$ cat config.mk
export PLATFORM = sky130hd
export DESIGN_NAME = coproc_queue_mirror
export DESIGN_NICKNAME = d
export VERILOG_FILES = /design/src/rtl/cqm_pkg.sv /design/src/rtl/cqm_datapath.sv /design/src/rtl/cqm_control.sv /design/src/rtl/coproc_queue_mirror.sv
export SDC_FILE = /design/constraint.sdc
export NUM_CORES = 1
export LEC_CHECK = 0
export ABC_AREA = 1
export ABC_CLOCK_PERIOD_IN_PS = 2630
export BUFFER_PORTS_ARGS = -buffer_cell sky130_fd_sc_hd__buf_4
export CAP_MARGIN = 0
export CORE_MARGIN = 2
export CORE_UTILIZATION = 50
export CTS_CLUSTER_SIZE = 10
export DETAILED_ROUTE_END_ITERATION = 10
export PLACE_DENSITY = 0.7
export SLEW_MARGIN = 0
export SYNTH_ARGS = -nofsm -noshare
export SYNTH_HDL_FRONTEND = slang
export SYNTH_SLANG_ARGS = --single-unit
$ cat constraint.sdc
create_clock -name clk -period 2.63 [get_ports clk]
set_input_delay 0.1315 -clock clk [delete_from_list [all_inputs] [get_ports clk]]
set_output_delay 0.1315 -clock clk [all_outputs]
set_load 0.05 [all_outputs]
$ cat src/rtl/cqm_pkg.sv
package cqm_pkg;

  // Host queue status encodings
  typedef enum logic [1:0] {
    QS_IDLE  = 2'b00,
    QS_FIRST = 2'b01,
    QS_FLUSH = 2'b10,
    QS_NEXT  = 2'b11
  } qStat_t;

  // Upper five bits shared by all escape-class opcodes
  localparam logic [4:0] ESC_PREFIX = 5'b11011;

  // Strobes from control to datapath
  typedef struct packed {
    logic push;
    logic pop;
    logic flush;
    logic latchOp;
    logic latchModrm;
  } cqmStrobe_t;

endpackage

$ cat src/rtl/cqm_datapath.sv
module cqm_datapath
  import cqm_pkg::*;
#(
  parameter int DEPTH  = 6,
  parameter int DATA_W = 8
) (
  input  logic                           clk,
  input  logic                           rst,
  input  cqmStrobe_t                     str,
  input  logic [DATA_W-1:0]              busData,
  output logic                           headIsEsc,
  output logic                           qFull,
  output logic                           qEmpty,
  output logic [$clog2(DEPTH+1)-1:0]     level,
  output logic [DATA_W-1:0]              dispOp,
  output logic [DATA_W-1:0]              dispModrm
);

  localparam int PTR_W = (DEPTH > 1) ? $clog2(DEPTH) : 1;
  localparam int CNT_W = $clog2(DEPTH + 1);
  localparam logic [PTR_W-1:0] LAST_PTR = PTR_W'(DEPTH - 1);

  logic [DATA_W-1:0] entry [DEPTH];
  logic [PTR_W-1:0]  rdPtr, wrPtr;
  logic [DATA_W-1:0] headByte, pendOp;

  function automatic logic [PTR_W-1:0] ptrInc(input logic [PTR_W-1:0] p);
    return (p == LAST_PTR) ? '0 : p + 1'b1;
  endfunction

  // One write-enabled register per entry
  for (genvar i = 0; i < DEPTH; i++) begin : g_entry
    always_ff @(posedge clk) begin
      if (str.push && wrPtr == PTR_W'(i)) entry[i] <= busData;
    end
  end

  assign headByte  = entry[rdPtr];
  assign headIsEsc = (headByte[DATA_W-1 -: 5] == ESC_PREFIX);
  assign qFull     = (level == CNT_W'(DEPTH));
  assign qEmpty    = (level == '0);

  always_ff @(posedge clk) begin
    if (rst || str.flush) begin
      rdPtr <= '0;
      wrPtr <= '0;
      level <= '0;
    end else begin
      if (str.push) wrPtr <= ptrInc(wrPtr);
      if (str.pop)  rdPtr <= ptrInc(rdPtr);
      unique case ({str.push, str.pop})
        2'b10:   level <= level + 1'b1;
        2'b01:   level <= level - 1'b1;
        default: level <= level;
      endcase
    end
  end

  always_ff @(posedge clk) begin
    if (rst) begin
      pendOp    <= '0;
      dispOp    <= '0;
      dispModrm <= '0;
    end else begin
      if (str.latchOp) pendOp <= headByte;
      if (str.latchModrm) begin
        dispOp    <= pendOp;
        dispModrm <= headByte;
      end
    end
  end


  level_bound_chk: assert property (@(posedge clk) disable iff (rst)
    level <= CNT_W'(DEPTH));


  flush_empty_chk: assert property (@(posedge clk) disable iff (rst)
    str.flush |=> (level == '0));


  pop_dec_chk: assert property (@(posedge clk) disable iff (rst)
    (str.pop && !str.push && !str.flush) |=> (level == CNT_W'($past(level) - 1'b1)));

endmodule

$ cat src/rtl/cqm_control.sv
module cqm_control
  import cqm_pkg::*;
#(
  parameter int CYC_W = 8
) (
  input  logic             clk,
  input  logic             rst,
  input  logic [1:0]       queueStat,
  input  logic             cycStart,
  input  logic             codeFetch,
  input  logic [CYC_W-1:0] execCycles,
  input  logic             qFull,
  input  logic             qEmpty,
  input  logic             headIsEsc,
  output cqmStrobe_t       str,
  output logic             busy,
  output logic             dispValid,
  output logic             overflowErr,
  output logic             underflowErr
);

  qStat_t           qs;
  logic             fetchPend, awaitModrm, popReq, dataPhase;
  logic [CYC_W-1:0] busyCnt;

  assign qs        = qStat_t'(queueStat);
  assign popReq    = (qs == QS_FIRST) || (qs == QS_NEXT);
  assign dataPhase = fetchPend && (qs != QS_FLUSH);

  always_comb begin
    str            = '0;
    str.flush      = (qs == QS_FLUSH);
    str.pop        = popReq && !qEmpty;
    str.push       = dataPhase && !qFull;
    str.latchOp    = str.pop && (qs == QS_FIRST) && headIsEsc;
    str.latchModrm = str.pop && (qs == QS_NEXT) && awaitModrm;
  end

  always_ff @(posedge clk) begin
    if (rst) begin
      fetchPend    <= 1'b0;
      awaitModrm   <= 1'b0;
      busyCnt      <= '0;
      dispValid    <= 1'b0;
      overflowErr  <= 1'b0;
      underflowErr <= 1'b0;
    end else begin
      fetchPend <= cycStart && codeFetch;
      dispValid <= str.latchModrm;
      if (dataPhase && qFull) overflowErr  <= 1'b1;
      if (popReq && qEmpty)   underflowErr <= 1'b1;
      if (str.flush || str.latchModrm)               awaitModrm <= 1'b0;
      else if (str.pop && qs == QS_FIRST)            awaitModrm <= headIsEsc;
      if (str.latchModrm)
        busyCnt <= (execCycles == '0) ? CYC_W'(1) : execCycles;
      else if (busyCnt != '0)
        busyCnt <= busyCnt - 1'b1;
    end
  end

  assign busy = (busyCnt != '0);


  underflow_sticky_chk: assert property (@(posedge clk) disable iff (rst)
    underflowErr |=> underflowErr);


  overflow_sticky_chk: assert property (@(posedge clk) disable iff (rst)
    overflowErr |=> overflowErr);


  disp_pulse_chk: assert property (@(posedge clk) disable iff (rst)
    dispValid |=> !dispValid);


  disp_busy_chk: assert property (@(posedge clk) disable iff (rst)
    dispValid |-> busy);


  flush_excl_chk: assert property (@(posedge clk) disable iff (rst)
    str.flush |-> !(str.push || str.pop || str.latchModrm));

endmodule

$ cat src/rtl/coproc_queue_mirror.sv
module coproc_queue_mirror
  import cqm_pkg::*;
#(
  parameter int DEPTH  = 6,
  parameter int DATA_W = 8,
  parameter int CYC_W  = 8
) (
  input  logic                       clk,
  input  logic                       rst,
  input  logic                       cycStart,
  input  logic                       codeFetch,
  input  logic [DATA_W-1:0]          busAd,
  input  logic [1:0]                 queueStat,
  input  logic [CYC_W-1:0]           execCycles,
  output logic                       busy,
  output logic                       dispValid,
  output logic [DATA_W-1:0]          dispOpcode,
  output logic [DATA_W-1:0]          dispModrm,
  output logic [$clog2(DEPTH+1)-1:0] queueLevel,
  output logic                       overflowErr,
  output logic                       underflowErr
);

  cqmStrobe_t str;
  logic       qFull, qEmpty, headIsEsc;

  cqm_control #(.CYC_W(CYC_W)) i_ctrl (
    .clk          (clk),
    .rst          (rst),
    .queueStat    (queueStat),
    .cycStart     (cycStart),
    .codeFetch    (codeFetch),
    .execCycles   (execCycles),
    .qFull        (qFull),
    .qEmpty       (qEmpty),
    .headIsEsc    (headIsEsc),
    .str          (str),
    .busy         (busy),
    .dispValid    (dispValid),
    .overflowErr  (overflowErr),
    .underflowErr (underflowErr)
  );

  cqm_datapath #(.DEPTH(DEPTH), .DATA_W(DATA_W)) i_dp (
    .clk       (clk),
    .rst       (rst),
    .str       (str),
    .busData   (busAd),
    .headIsEsc (headIsEsc),
    .qFull     (qFull),
    .qEmpty    (qEmpty),
    .level     (queueLevel),
    .dispOp    (dispOpcode),
    .dispModrm (dispModrm)
  );

endmodule

==> flow_metrics.py <==
metrics = {
    "status": {
        "status": "finished clean",
    },
    "placement": {
        "io_buffer_count": 44,
        "gp_congestion": 0.847,
        "place_hpwl_mm": 4.99,
    },
    "yosys": {
        "avgSynthCellArea_sq_um": 9.65,
        "yosysWarnings": 0,
        "synth.yosys.seq_area_share_pct": 62.0,
        "synth_top_flop_cell": "dfxtp_1",
        "synthArstFlopShare_pct": 0,
        "synth_edf_count": 48,
        "yosysTopAreaCell": "edfxtp_1",
        "yosysUniqueCellTypes": 35,
        "netlist_instances": 405,
        "synth_area_leaders": "edfxtp_1 (37%), dfxtp_1 (25%), nand2_1 (7.1%), inv_1 (4.1%), nor2_1 (4.1%)",
        "synth_area_sq_um": 3910,
        "ys_seq_elements": 97,
        "synth_top_area_share_pct": 36.9,
        "synth_nets": 432,
    },
    "clock_tree": {
        "cts.sinks": 97,
        "post-cts-setup-buffer-count": 0,
        "numCtsBuffers": 9,
        "clk_path_buf_depth": 2,
        "cts_tree": "built",
        "htree_levels": 3,
        "worstSkewPairLatency_ns": 0.36,
        "path_clk_slew_ns": 0.09,
        "cts_root_buf": "clkbuf_8",
    },
    "global_routing": {
        "grt_max_degree": 31,
        "grt_pass1_vias": 2678,
        "overflow": 0,
        "grt_usage_pct": 18.4,
        "antenna_found_initial": 0,
        "grt_first_pass_wirelength_mm": 12.2,
    },
    "routing": {
        "drt.antenna.violating_nets": 0,
        "drt_iter0_drc": 135,
        "wl_per_cell_microns": 12.9,
        "drtPass1Iterations": 4,
        "routed_wl_mm": 7.38,
        "via_per_inst": 5.01,
        "dr_total_vias": 2857,
        "drt_drc_violations_left": 0,
    },
    "floorplan": {
        "coreArea_sq_um": 7650,
        "die_y_microns": 92.4,
        "fp.dieW_microns": 92.4,
        "rows": 32,
        "start_util_pct": 51.1,
        "die-area_sq_um": 8540,
        "ios": 45,
    },
    "power_and_ir_drop": {
        "power_density_nw_per_um2": 660,
        "total_power_uw": 3060,
        "p_leak_uw": 0.00190,
        "peakVddDrop_v": 0.000343,
    },
    "timing": {
        "setup_tns_ns": 0,
        "slew-limit-headroom_pct": 44.2,
        "slew_violations": 0,
        "min_period_ns": 2.04,
        "hold_viol": 0,
        "setup_viol": 0,
        "rsz0062_at_grt": "no",
        "finClkSkew_ns": 0.00816,
        "worst_slew_pin_slew_ns": 0.837,
        "fmax_mhz": 490,
        "hold_ws_ns": 0.0376,
        "period_share_pct": 77.5,
    },
    "finish": {
        "fillers": 630,
        "diodes": 0,
        "nets": 490,
        "fin_util_pct": 60.6,
        "drive_above_1_share_pct": 16.7,
        "multi_input_area_sq_um": 1220,
        "layout.area.seq_sq_um": 2420,
        "area_growth_pct": 18.5,
    },
    "worst_setup_path": {
        "endpoint_kind": "flip-flop",
        "crit_type": "reg -> reg",
        "cp_max_fo": 12,
        "worstPathArrival_ns": 2.28,
        "cp-start-kind": "flip-flop",
        "required_ns": 2.87,
    },
    "worst_hold_path": {
        "hp-class": "in -> reg",
    },
    "flow_run": {
        "cap_violations": 0,
    },
}
-- cells in the final DEF (no fill, tap or decap), drive strengths merged --
master	synthesis	routed
buf	11	51
bufinv	0	1
xor2	5	5
nor2	53	53
nand2	75	75
clkinv	0	3
nand3	24	24
o211ai	4	4
a21o	1	1
dfxtp	49	49
a31oi	1	1
o22ai	4	4
fa	1	1
nor4	3	3
edfxtp	48	48
inv	47	48
o32ai	1	1
nand4	3	3
ha	4	4
o21bai	3	3
a21oi	23	23
o21a	2	2
dlygate4sd3	0	11
clkbuf	4	10
a211oi	2	2
xnor2	1	1
o2bb2ai	1	1
nor3	5	5
a22oi	1	1
o21ai	29	29
clkinvlp	0	1
-- Yosys cell counts (3+ instances only) --
master / number
inv_1: 43
nand4_1: 3
ha_1: 4
o21ai_0: 27
a21oi_1: 23
nor2_1: 43
nor4_1: 3
xor2_1: 5
nand2_1: 74
clkbuf_1: 4
inv_2: 3
nor3_1: 5
edfxtp_1: 48
o21bai_1: 3
buf_2: 7
nor2_2: 10
dfxtp_1: 49
o211ai_1: 4
nand3_1: 24
o22ai_1: 4
-- timing repair --
item | in CTS | in global routing
resized for setup | 0 | 0
hold endpoints to repair | 45 | 0
hold buffers | 11 | 0
-- metrics by stage --
step	instances	worst slack, ns	instance area, sq um
floorplan	405	0.159	3910
global placement	543	0.717	4340
detailed placement	543	0.634	4340
CTS	570	0.603	4630
global route	570	0.383	4630
finish	570	0.591	4630
-- worst max-delay path, cell delays in order, from the launching register on --
cell,delay [ns]
dfxtp_1,0.34
inv_1,0.12
nand3_1,0.11
nand3_1,0.09
buf_4,0.17
ha_1,0.15
inv_1,0.07
fa_1,0.38
a21oi_1,0.15
o21ai_0,0.11
o21ai_0,0.17
a21oi_1,0.06
-- layer usage --
metal	vias up	GRT usage [%]	part of all wire [%]
li1	1458	-	-
met1	1316	22.9	46
met2	70	30.7	47
met3	13	4.48	5.3
met4	0	7.96	1.8
met5	-	0	0
-- cells by family after synthesis --
logic type,count (synthesis),synth area share [%]
AND/OR/NAND/NOR,163,17.8
AO/OA/AOI/OAI,72,10.4
XOR/XNOR,6,1.34
flip-flops,97,62.0
buffers and inverters,62,6.72
adder cells (fa/ha/maj),5,1.79
-- cell type report --
type / instances / share of cell area, %
clock buffer: 10 / 2.76
clock inverter: 6 / 1.24
inverter: 47 / 3.86
multi-input combinational: 246 / 26.4
sequential: 97 / 52.3
tap: 102 / 2.76
timing repair buffer: 62 / 10.6
-- path summary, 6_finish.rpt --
kind,from,end,slack [ns],depth (start not counted)
min reg2reg,i_dp.pendOp[5]$_SDFFE_PP0P_,i_dp.pendOp[5]$_SDFFE_PP0P_,0.45,2
min,execCycles[4],i_ctrl.busyCnt[4]$_SDFFE_PP0P_,0.04,3
max,i_dp.level[0]$_SDFFE_PP0P_,i_dp.level[2]$_SDFFE_PP0P_,0.59,11
max reg2reg,i_dp.level[0]$_SDFFE_PP0P_,i_dp.level[2]$_SDFFE_PP0P_,0.59,11
-- sequential cells by signal (all words and copies together) (netlist names), named ones only --
signal               flops
i_dp.rdPtr               3
i_ctrl.overflowErr       1
i_dp.dispModrm           8
i_dp.entry              48
i_ctrl.fetchPend         1
i_dp.dispOp              8
i_dp.pendOp              8
i_ctrl.awaitModrm        1
i_ctrl.underflowErr      1
i_dp.level               3
i_ctrl.busyCnt           8
i_ctrl.dispValid         1
i_dp.wrPtr               3
-- power by group --
part	total, uW	switching [uW]	internal [uW]
Clock	916	482	434
Combinational	483	298	185
Sequential	1660	24.7	1630
Total	3060	804	2250
No activity file was read; power rests on OpenSTA's default activity.
